## src/rtl/cm_pkg.sv

```systemverilog
package cm_pkg;
   localparam int unsigned CM_MAX_THR = 8;

   typedef enum logic {
      CM_DIR_FWD = 1'b0,
      CM_DIR_REV = 1'b1
   } cm_dir_e;

   // subfield index inside the mark: 1 = upper half (forward), 0 = lower half (reverse)
   localparam int unsigned CM_SUB_REV = 0;
   localparam int unsigned CM_SUB_FWD = 1;
endpackage

```

## src/rtl/cm_thr_count.sv

```systemverilog
module cm_thr_count #(
   parameter int unsigned NUM_THR = 4,
   parameter int unsigned DEPTH_W = 24,
   parameter int unsigned CNT_W   = 3
) (
   input  logic [NUM_THR*DEPTH_W-1:0] thr,
   input  logic [DEPTH_W-1:0]         depth,
   output logic [CNT_W-1:0]           cnt
);
   logic [NUM_THR-1:0] hit;

   generate
      for (genvar g = 0; g < NUM_THR; g++) begin : g_cmp
         logic [DEPTH_W-1:0] level;
         assign level  = thr[g*DEPTH_W +: DEPTH_W];
         assign hit[g] = (level != '0) && (depth > level);
      end
   endgenerate

   always_comb begin
      cnt = '0;
      for (int i = 0; i < NUM_THR; i++) begin
         cnt = cnt + CNT_W'(hit[i]);
      end
   end

   always_comb begin
      AST_CNT_RANGE: assert (cnt <= CNT_W'(NUM_THR));
   end
endmodule

```

## src/rtl/cm_mark_update.sv

```systemverilog
module cm_mark_update #(
   parameter int unsigned SUB_W   = 4,
   parameter int unsigned NUM_THR = 4,
   parameter int unsigned CNT_W   = 3
) (
   input  logic             shift_mode,
   input  logic [SUB_W-1:0] old_sub,
   input  logic [CNT_W-1:0] cnt,
   output logic [SUB_W-1:0] new_sub
);
   localparam int unsigned SUM_W = ((SUB_W > CNT_W) ? SUB_W : CNT_W) + 1;
   localparam logic [SUM_W-1:0] SUB_MAX = SUM_W'({SUB_W{1'b1}});

   logic [SUM_W-1:0] sum_wide;
   logic [SUB_W-1:0] int_val;
   logic [SUB_W-1:0] thermo_val;

   // integer encoding: widened add, then clip
   assign sum_wide = SUM_W'(old_sub) + SUM_W'(cnt);
   assign int_val  = (sum_wide > SUB_MAX) ? {SUB_W{1'b1}} : sum_wide[SUB_W-1:0];

   // shift encoding: one 1 shifted in per crossing
   always_comb begin
      thermo_val = old_sub;
      for (int i = 0; i < NUM_THR; i++) begin
         if (CNT_W'(i) < cnt) begin
            thermo_val = {thermo_val[SUB_W-2:0], 1'b1};
         end
      end
   end

   assign new_sub = shift_mode ? thermo_val : int_val;

   logic [SUB_W-1:0] old_p1, new_p1;
   assign old_p1 = old_sub + 1'b1;
   assign new_p1 = new_sub + 1'b1;

   always_comb begin
      if (!shift_mode) begin
         AST_NO_WRAP: assert (new_sub >= old_sub);
      end
      if (shift_mode && ((old_sub & old_p1) == '0)) begin
         AST_THERMO_KEPT: assert ((new_sub & new_p1) == '0);
      end
      if (cnt == '0) begin
         AST_ZERO_HOLD: assert (new_sub == old_sub);
      end
   end
endmodule

```

## src/rtl/sync_cong_marker.sv

```systemverilog
module sync_cong_marker
   import cm_pkg::*;
#(
   parameter int unsigned NUM_THR = 4,
   parameter int unsigned DEPTH_W = 24,
   parameter int unsigned MARK_W  = 8
) (
   input  logic                       clk,
   input  logic                       rst_n,
   input  logic                       cfg_enable,
   input  logic                       cfg_shift_mode,
   input  logic [NUM_THR*DEPTH_W-1:0] cfg_thresholds,
   input  logic                       in_valid,
   input  logic                       in_is_sync,
   input  logic                       in_dir,
   input  logic [DEPTH_W-1:0]         in_qdepth,
   input  logic [MARK_W-1:0]          in_mark,
   output logic                       out_valid,
   output logic [MARK_W-1:0]          out_mark
);
   localparam int unsigned SUB_W = MARK_W / 2;
   localparam int unsigned CNT_W = $clog2(NUM_THR + 1);

   generate
      if (NUM_THR < 1 || NUM_THR > CM_MAX_THR) begin : g_bad_thr
         $error("NUM_THR must lie in 1..8");
      end
      if ((MARK_W % 2) != 0 || MARK_W < 4) begin : g_bad_mark
         $error("MARK_W must be even and at least 4");
      end
      if (DEPTH_W < 1) begin : g_bad_depth
         $error("DEPTH_W must be positive");
      end
   endgenerate

   logic [CNT_W-1:0] cross_cnt;

   cm_thr_count #(
      .NUM_THR (NUM_THR),
      .DEPTH_W (DEPTH_W),
      .CNT_W   (CNT_W)
   ) u_count (
      .thr   (cfg_thresholds),
      .depth (in_qdepth),
      .cnt   (cross_cnt)
   );

   logic                        apply;
   logic [1:0][SUB_W-1:0]       new_sub;
   logic [MARK_W-1:0]           next_mark;

   assign apply = cfg_enable && in_is_sync;

   generate
      for (genvar g = 0; g < 2; g++) begin : g_sub
         logic             sel;
         logic [CNT_W-1:0] sub_cnt;
         cm_dir_e          own_dir;
         assign own_dir = (g == CM_SUB_FWD) ? CM_DIR_FWD : CM_DIR_REV;
         assign sel     = apply && (cm_dir_e'(in_dir) == own_dir);
         assign sub_cnt = sel ? cross_cnt : '0;

         cm_mark_update #(
            .SUB_W   (SUB_W),
            .NUM_THR (NUM_THR),
            .CNT_W   (CNT_W)
         ) u_update (
            .shift_mode (cfg_shift_mode),
            .old_sub    (in_mark[g*SUB_W +: SUB_W]),
            .cnt        (sub_cnt),
            .new_sub    (new_sub[g])
         );
      end
   endgenerate

   assign next_mark = {new_sub[CM_SUB_FWD], new_sub[CM_SUB_REV]};

   always_ff @(posedge clk or negedge rst_n) begin
      if (!rst_n) begin
         out_valid <= 1'b0;
         out_mark  <= '0;
      end else begin
         out_valid <= in_valid;
         out_mark  <= next_mark;
      end
   end

   AST_VALID_LATENCY: assert property (@(posedge clk) disable iff (!rst_n)
      in_valid |=> out_valid);
   AST_NO_SPURIOUS_VALID: assert property (@(posedge clk) disable iff (!rst_n)
      !in_valid |=> !out_valid);
   AST_PASS_THROUGH: assert property (@(posedge clk) disable iff (!rst_n)
      (in_valid && !(cfg_enable && in_is_sync)) |=> (out_mark == $past(in_mark)));
   AST_FWD_KEEPS_REV: assert property (@(posedge clk) disable iff (!rst_n)
      (in_valid && !in_dir) |=> (out_mark[SUB_W-1:0] == $past(in_mark[SUB_W-1:0])));
   AST_REV_KEEPS_FWD: assert property (@(posedge clk) disable iff (!rst_n)
      (in_valid && in_dir) |=> (out_mark[MARK_W-1:SUB_W] == $past(in_mark[MARK_W-1:SUB_W])));
endmodule

```

## config.mk

```make
export PLATFORM = sky130hd
export DESIGN_NAME = sync_cong_marker
export DESIGN_NICKNAME = d
export VERILOG_FILES = /design/src/rtl/cm_pkg.sv /design/src/rtl/cm_thr_count.sv /design/src/rtl/cm_mark_update.sv /design/src/rtl/sync_cong_marker.sv
export SDC_FILE = /design/constraint.sdc
export NUM_CORES = 1
export LEC_CHECK = 0
export ABC_AREA = 1
export CAP_MARGIN = 30
export CORE_MARGIN = 2
export CORE_UTILIZATION = 50
export CTS_CLUSTER_DIAMETER = 200
export CTS_CLUSTER_SIZE = 12
export DETAILED_ROUTE_END_ITERATION = 8
export HOLD_SLACK_MARGIN = 0.05
export PLACE_DENSITY = 0.88
export SETUP_SLACK_MARGIN = 0.4
export SLEW_MARGIN = 0
export SYNTH_ARGS = -nofsm -noshare
export SYNTH_HDL_FRONTEND = slang
export SYNTH_SLANG_ARGS = --single-unit
```

## constraint.sdc

```tcl
create_clock -name clk -period 1.1 [get_ports clk]
set_input_delay 0.275 -clock clk [delete_from_list [all_inputs] [get_ports clk]]
set_output_delay 0.275 -clock clk [all_outputs]
set_load 0.01 [all_outputs]
```

==> reports/metrics.csv, run 1 <==
metric,value,unit
die_h,90.5,microns
cts_buffers,3,
place_congestion,0.933,
synth_cell_types,27,
yosys-top-cells-count,"inv_1 (142), nand2_1 (134), ha_1 (104), nor2_1 (65), a21oi_1 (43)",
root_buffer,clkbuf_8,
hpwl,12.3,mm
cts_resized,572,
cts_buffer_depth,2,
htree_levels,1,
synth_area_leaders,"ha_1 (35%), inv_1 (14%), nand2_1 (13%)",
synth_edf_count,0,
async_flop_share,1.00,
syn_nets,851,
lastStage,4_1_cts,
postCtsHoldBufs,0,
post_dp_cell_area,6140,sq um
cts_setup_buffers,59,
seq_area_frac_synth,0.0602,
syn_inst,609,
synth-seq-cells,9,
synth.avg_cell_area,6.14,sq um
yosys_warnings,0,
stop_error,"[ERROR DPL-0038] Utilization greater than 100%, impossible to legalize",
row_count,31,
status,stopped before the end,
die_x,90.5,microns
netlist_area,3740,sq um
synth.most_common_cell,inv_1,
pin_count,144,
io_buffers,143,
cts.sinks,9,
start_util,0.515,
synth_top_area_share,0.348,
yosys.area.top_type,ha_1,
synth_flop_cell,dfrtp_1,
## logic make-up after synthesis
logic type	synth area share
compound gates	0.111
fa+ha+maj	0.364
buf+inv	0.149
flops	0.0602
simple gates	0.316
## per-stage QoR
step	instances	setup TNS [ns]	setup WS [ns]	hold slack, ns
detailed placement	939	-25.22	-3.27	0.578
global placement	939	-24.07	-3.09	0.582
floorplan	609	-17.43	-2.30	-0.0206
==> run 2: changes to the inputs <==
Settings changed: CORE_UTILIZATION 50 to 40, CTS_CLUSTER_DIAMETER 200 to not set, CTS_CLUSTER_SIZE 12 to not set, HOLD_SLACK_MARGIN 0.05 to not set, PLACE_DENSITY 0.88 to not set, PLACE_DENSITY_LB_ADDON set to 0.15, SETUP_SLACK_MARGIN 0.4 to not set.
==> run 2 against run 1 <==
  * The flow now finishes, with violations (negative setup slack)
  * Synthesized area is the same
  * Synthesized cell count did not move
==> reports/metrics.csv, run 2 <==
metric,value,unit,change
post_dp_cell_area,6230,sq um,was 6140 sq um
p_total,4.14,mW,
finalHoldViolations,0,,
place_congestion,0.962,,was 0.933
largest-register,out_mark,,
dr.pass1.iters,7,,
final_nets,1144,,
row_count,35,,was 31
antenna_cells,0,,
routedWlPerCell,16.6,microns,
leakagePower,3.78,nW,
fin_area,7660,sq um,
use_met2,0.606,,
max_freq,286,MHz,
crit_chain,"clkdlybuf4s15_1, inv_2, ha_4, nand2_1, nand2_1, nand2_1, nand2_2, nand2_2, a21oi_2, nor2_1, nor2_2, ha_4, fa_2, buf_6, inv_2, nor2_4, ha_2, inv_2, fa_2, inv_2, nand2_4, a21oi_4, nor2_1, a41oi_1",,
root_buffer,clkbuf_8,,unchanged
yosys.area.top_type,ha_1,,unchanged
synth.avg_cell_area,6.14,sq um,unchanged
cts_tree,done,,
grt-ovfl-total,0,,
syn_to_final_growth,105,%,
viasPerCell,5.27,,
p_int,2.37,mW,
use_met3,0.0298,,
p_per_area,540,nW/um^2,
path_class,in -> reg,,
remaining_drc_errors,0,,
slowest_delay,0.56,ns,
synth.most_common_cell,inv_1,,unchanged
die_h,101,microns,was 90.5 microns
rsz0062_at_grt,true,,
crit_path_start_kind,primary input,,
cp_top_family,adder cells,,
worst_pin_slew,0.380,ns,
io_buffers,143,,unchanged
grt_first_pass_wirelength,24.9,mm,
min_path_type,in -> async,,
holdWs,0.332,ns,
dp_slack,-3.12,ns,was -3.27 ns
peakVddDrop,0.000403,V,
dieArea,10100,sq um,
cts.sinks,9,,unchanged
pin_count,144,,unchanged
top_usage_layer,met2,,
p_sw,1.77,mW,
period_needed,3.50,ns,
final_common_cell,buf_4,,
antenna_found_initial,0,,
finalSetupViolCount,8,,
grt_pass1_vias,5752,,
largest_reg_flops,8,,
cts_buffers,3,,unchanged
synth_edf_count,0,,unchanged
setup_ws,-2.40,ns,
top_regs,"out_mark: 8 flops, out_valid: 1 flops",,
synth-seq-cells,9,,unchanged
yosys-top-cells-count,"inv_1 (142), nand2_1 (134), ha_1 (104), nor2_1 (65), a21oi_1 (43)",,unchanged
async_flop_share,1.00,,unchanged
htree_levels,1,,unchanged
n_fill_cell,511,,
ant_nets,0,,
grt_max_degree,10,,
start_util,0.408,,was 0.515
drive_gt1_frac,0.553,,
cp_max_fo,3,,
critPathBufInv,6,,
die_x,101,microns,was 90.5 microns
cp_common_cell,inv_2,,
violations,negative setup slack,,
seq_area_frac_synth,0.0602,,unchanged
netlist_area,3740,sq um,unchanged
slew_headroom,0.746,,
drv_cap,0,,
slew_violations,0,,
drt-initial-drc-count,261,,
cts_buffer_depth,2,,unchanged
use_met1,0.303,,
power_frac_seq,0.093,,
hpwl,11.1,mm,was 12.3 mm
syn_inst,609,,unchanged
drt-total-wl,16.8,mm,
clk_pin_slew_worst_paths,0.04,ns,
synth_area_leaders,"ha_1 (35%), inv_1 (14%), nand2_1 (13%)",,unchanged
vias,5333,,
clockPowerShare,0.091,,
synth_flop_cell,dfrtp_1,,unchanged
crit_path_end_kind,flop,,
min_period_over_period,3.18,,
synth_cell_types,27,,unchanged
power_frac_comb,0.816,,
status,finished with violations,,was stopped before the end
required,1.24,ns,
sw_frac_of_total,0.428,,
syn_nets,851,,unchanged
layout_common_cells,"buf_4 (146), nand2_1 (103), inv_2 (88)",,
synth_top_area_share,0.348,,unchanged
core-area,9150,sq um,
critPathArrivalTime,3.64,ns,
yosys_warnings,0,,unchanged
grtUsageTotal,0.302,,
critPathSlowestCell,fa_2,,
-- run 2: metal layers --
metal  part of all wire  vias up
met3              0.052       80
met2               0.52      260
met5                  0        -
met1               0.37     2439
li1                   -     2554
met4              0.051        0
-- run 2: how the worst max path moves through the flow --
stage	from	endpoint	slack, ns	cells past startpoint
2_1_floorplan	cfg_thresholds[45]	out_mark[4]$_DFF_PN0_	-2.30	23
3_3_place_gp	cfg_thresholds[45]	out_mark[4]$_DFF_PN0_	-3.01	23
6_report	cfg_thresholds[1]	out_mark[1]$_DFF_PN0_	-2.40	24
3_5_place_dp	cfg_thresholds[45]	out_mark[4]$_DFF_PN0_	-3.12	23
5_1_grt	in_qdepth[0]	out_mark[4]$_DFF_PN0_	-2.48	24
4_1_cts	in_qdepth[19]	out_mark[1]$_DFF_PN0_	-2.30	22
-- run 2: power groups by stage --
stage          Sequential, mW  Clock [mW]  Combinational, mW
2_1_floorplan           0.418           0               1.14
3_3_place_gp            0.391           0               2.33
3_5_place_dp            0.391           0               2.41
4_1_cts                 0.387       0.379               3.00
5_1_grt                 0.390       0.394               3.63
6_report                0.386       0.375               3.38
-- run 2: area by class of cell --
class,instances,area [sq um],share of cell area
Clock buffer,4,45.0,0.00588
Inverter,146,576,0.0751
Multi-Input combinational cell,452,4340,0.567
Sequential cell,9,225,0.0294
Tap cell,111,139,0.0181
Timing Repair Buffer,290,2340,0.305
-- run 2: what timing repair did --
item | 4_1_cts | 5_1_grt
pin swaps | 181 | 41
hold endpoints to repair | 0 | 0
setup endpoints to repair | 17 | 14
gates cloned | 0 | 0
resized for setup | 533 | 81
buffers inserted | 44 | 7
hold buffers | 0 | 0
-- run 2: stage by stage --
| step | setup TNS (ns) | cells | utilization |
|---|---|---|---|
| CTS | -17.61 | 1006 | 0.814 |
| global route | -19.39 | 1012 | 0.837 |
| finish | -18.67 | 1012 | 0.837 |
| global placement | -23.47 | 960 | 0.680 |
| detailed placement | -23.91 | 960 | 0.680 |
| floorplan | -17.43 | 609 | - |
-- run 2: cell families (layout without fill, tap and decap cells) --
logic type / Yosys count / after routing / share of synthesized area
adders and majority gates: 107 / 107 / 0.364
AOI/OAI and AO/OA: 72 / 72 / 0.111
buffers and inverters: 148 / 440 / 0.149
DFF: 9 / 9 / 0.0602
and+or+nand+nor: 273 / 273 / 0.316
Power figures use the tool's default switching activity.
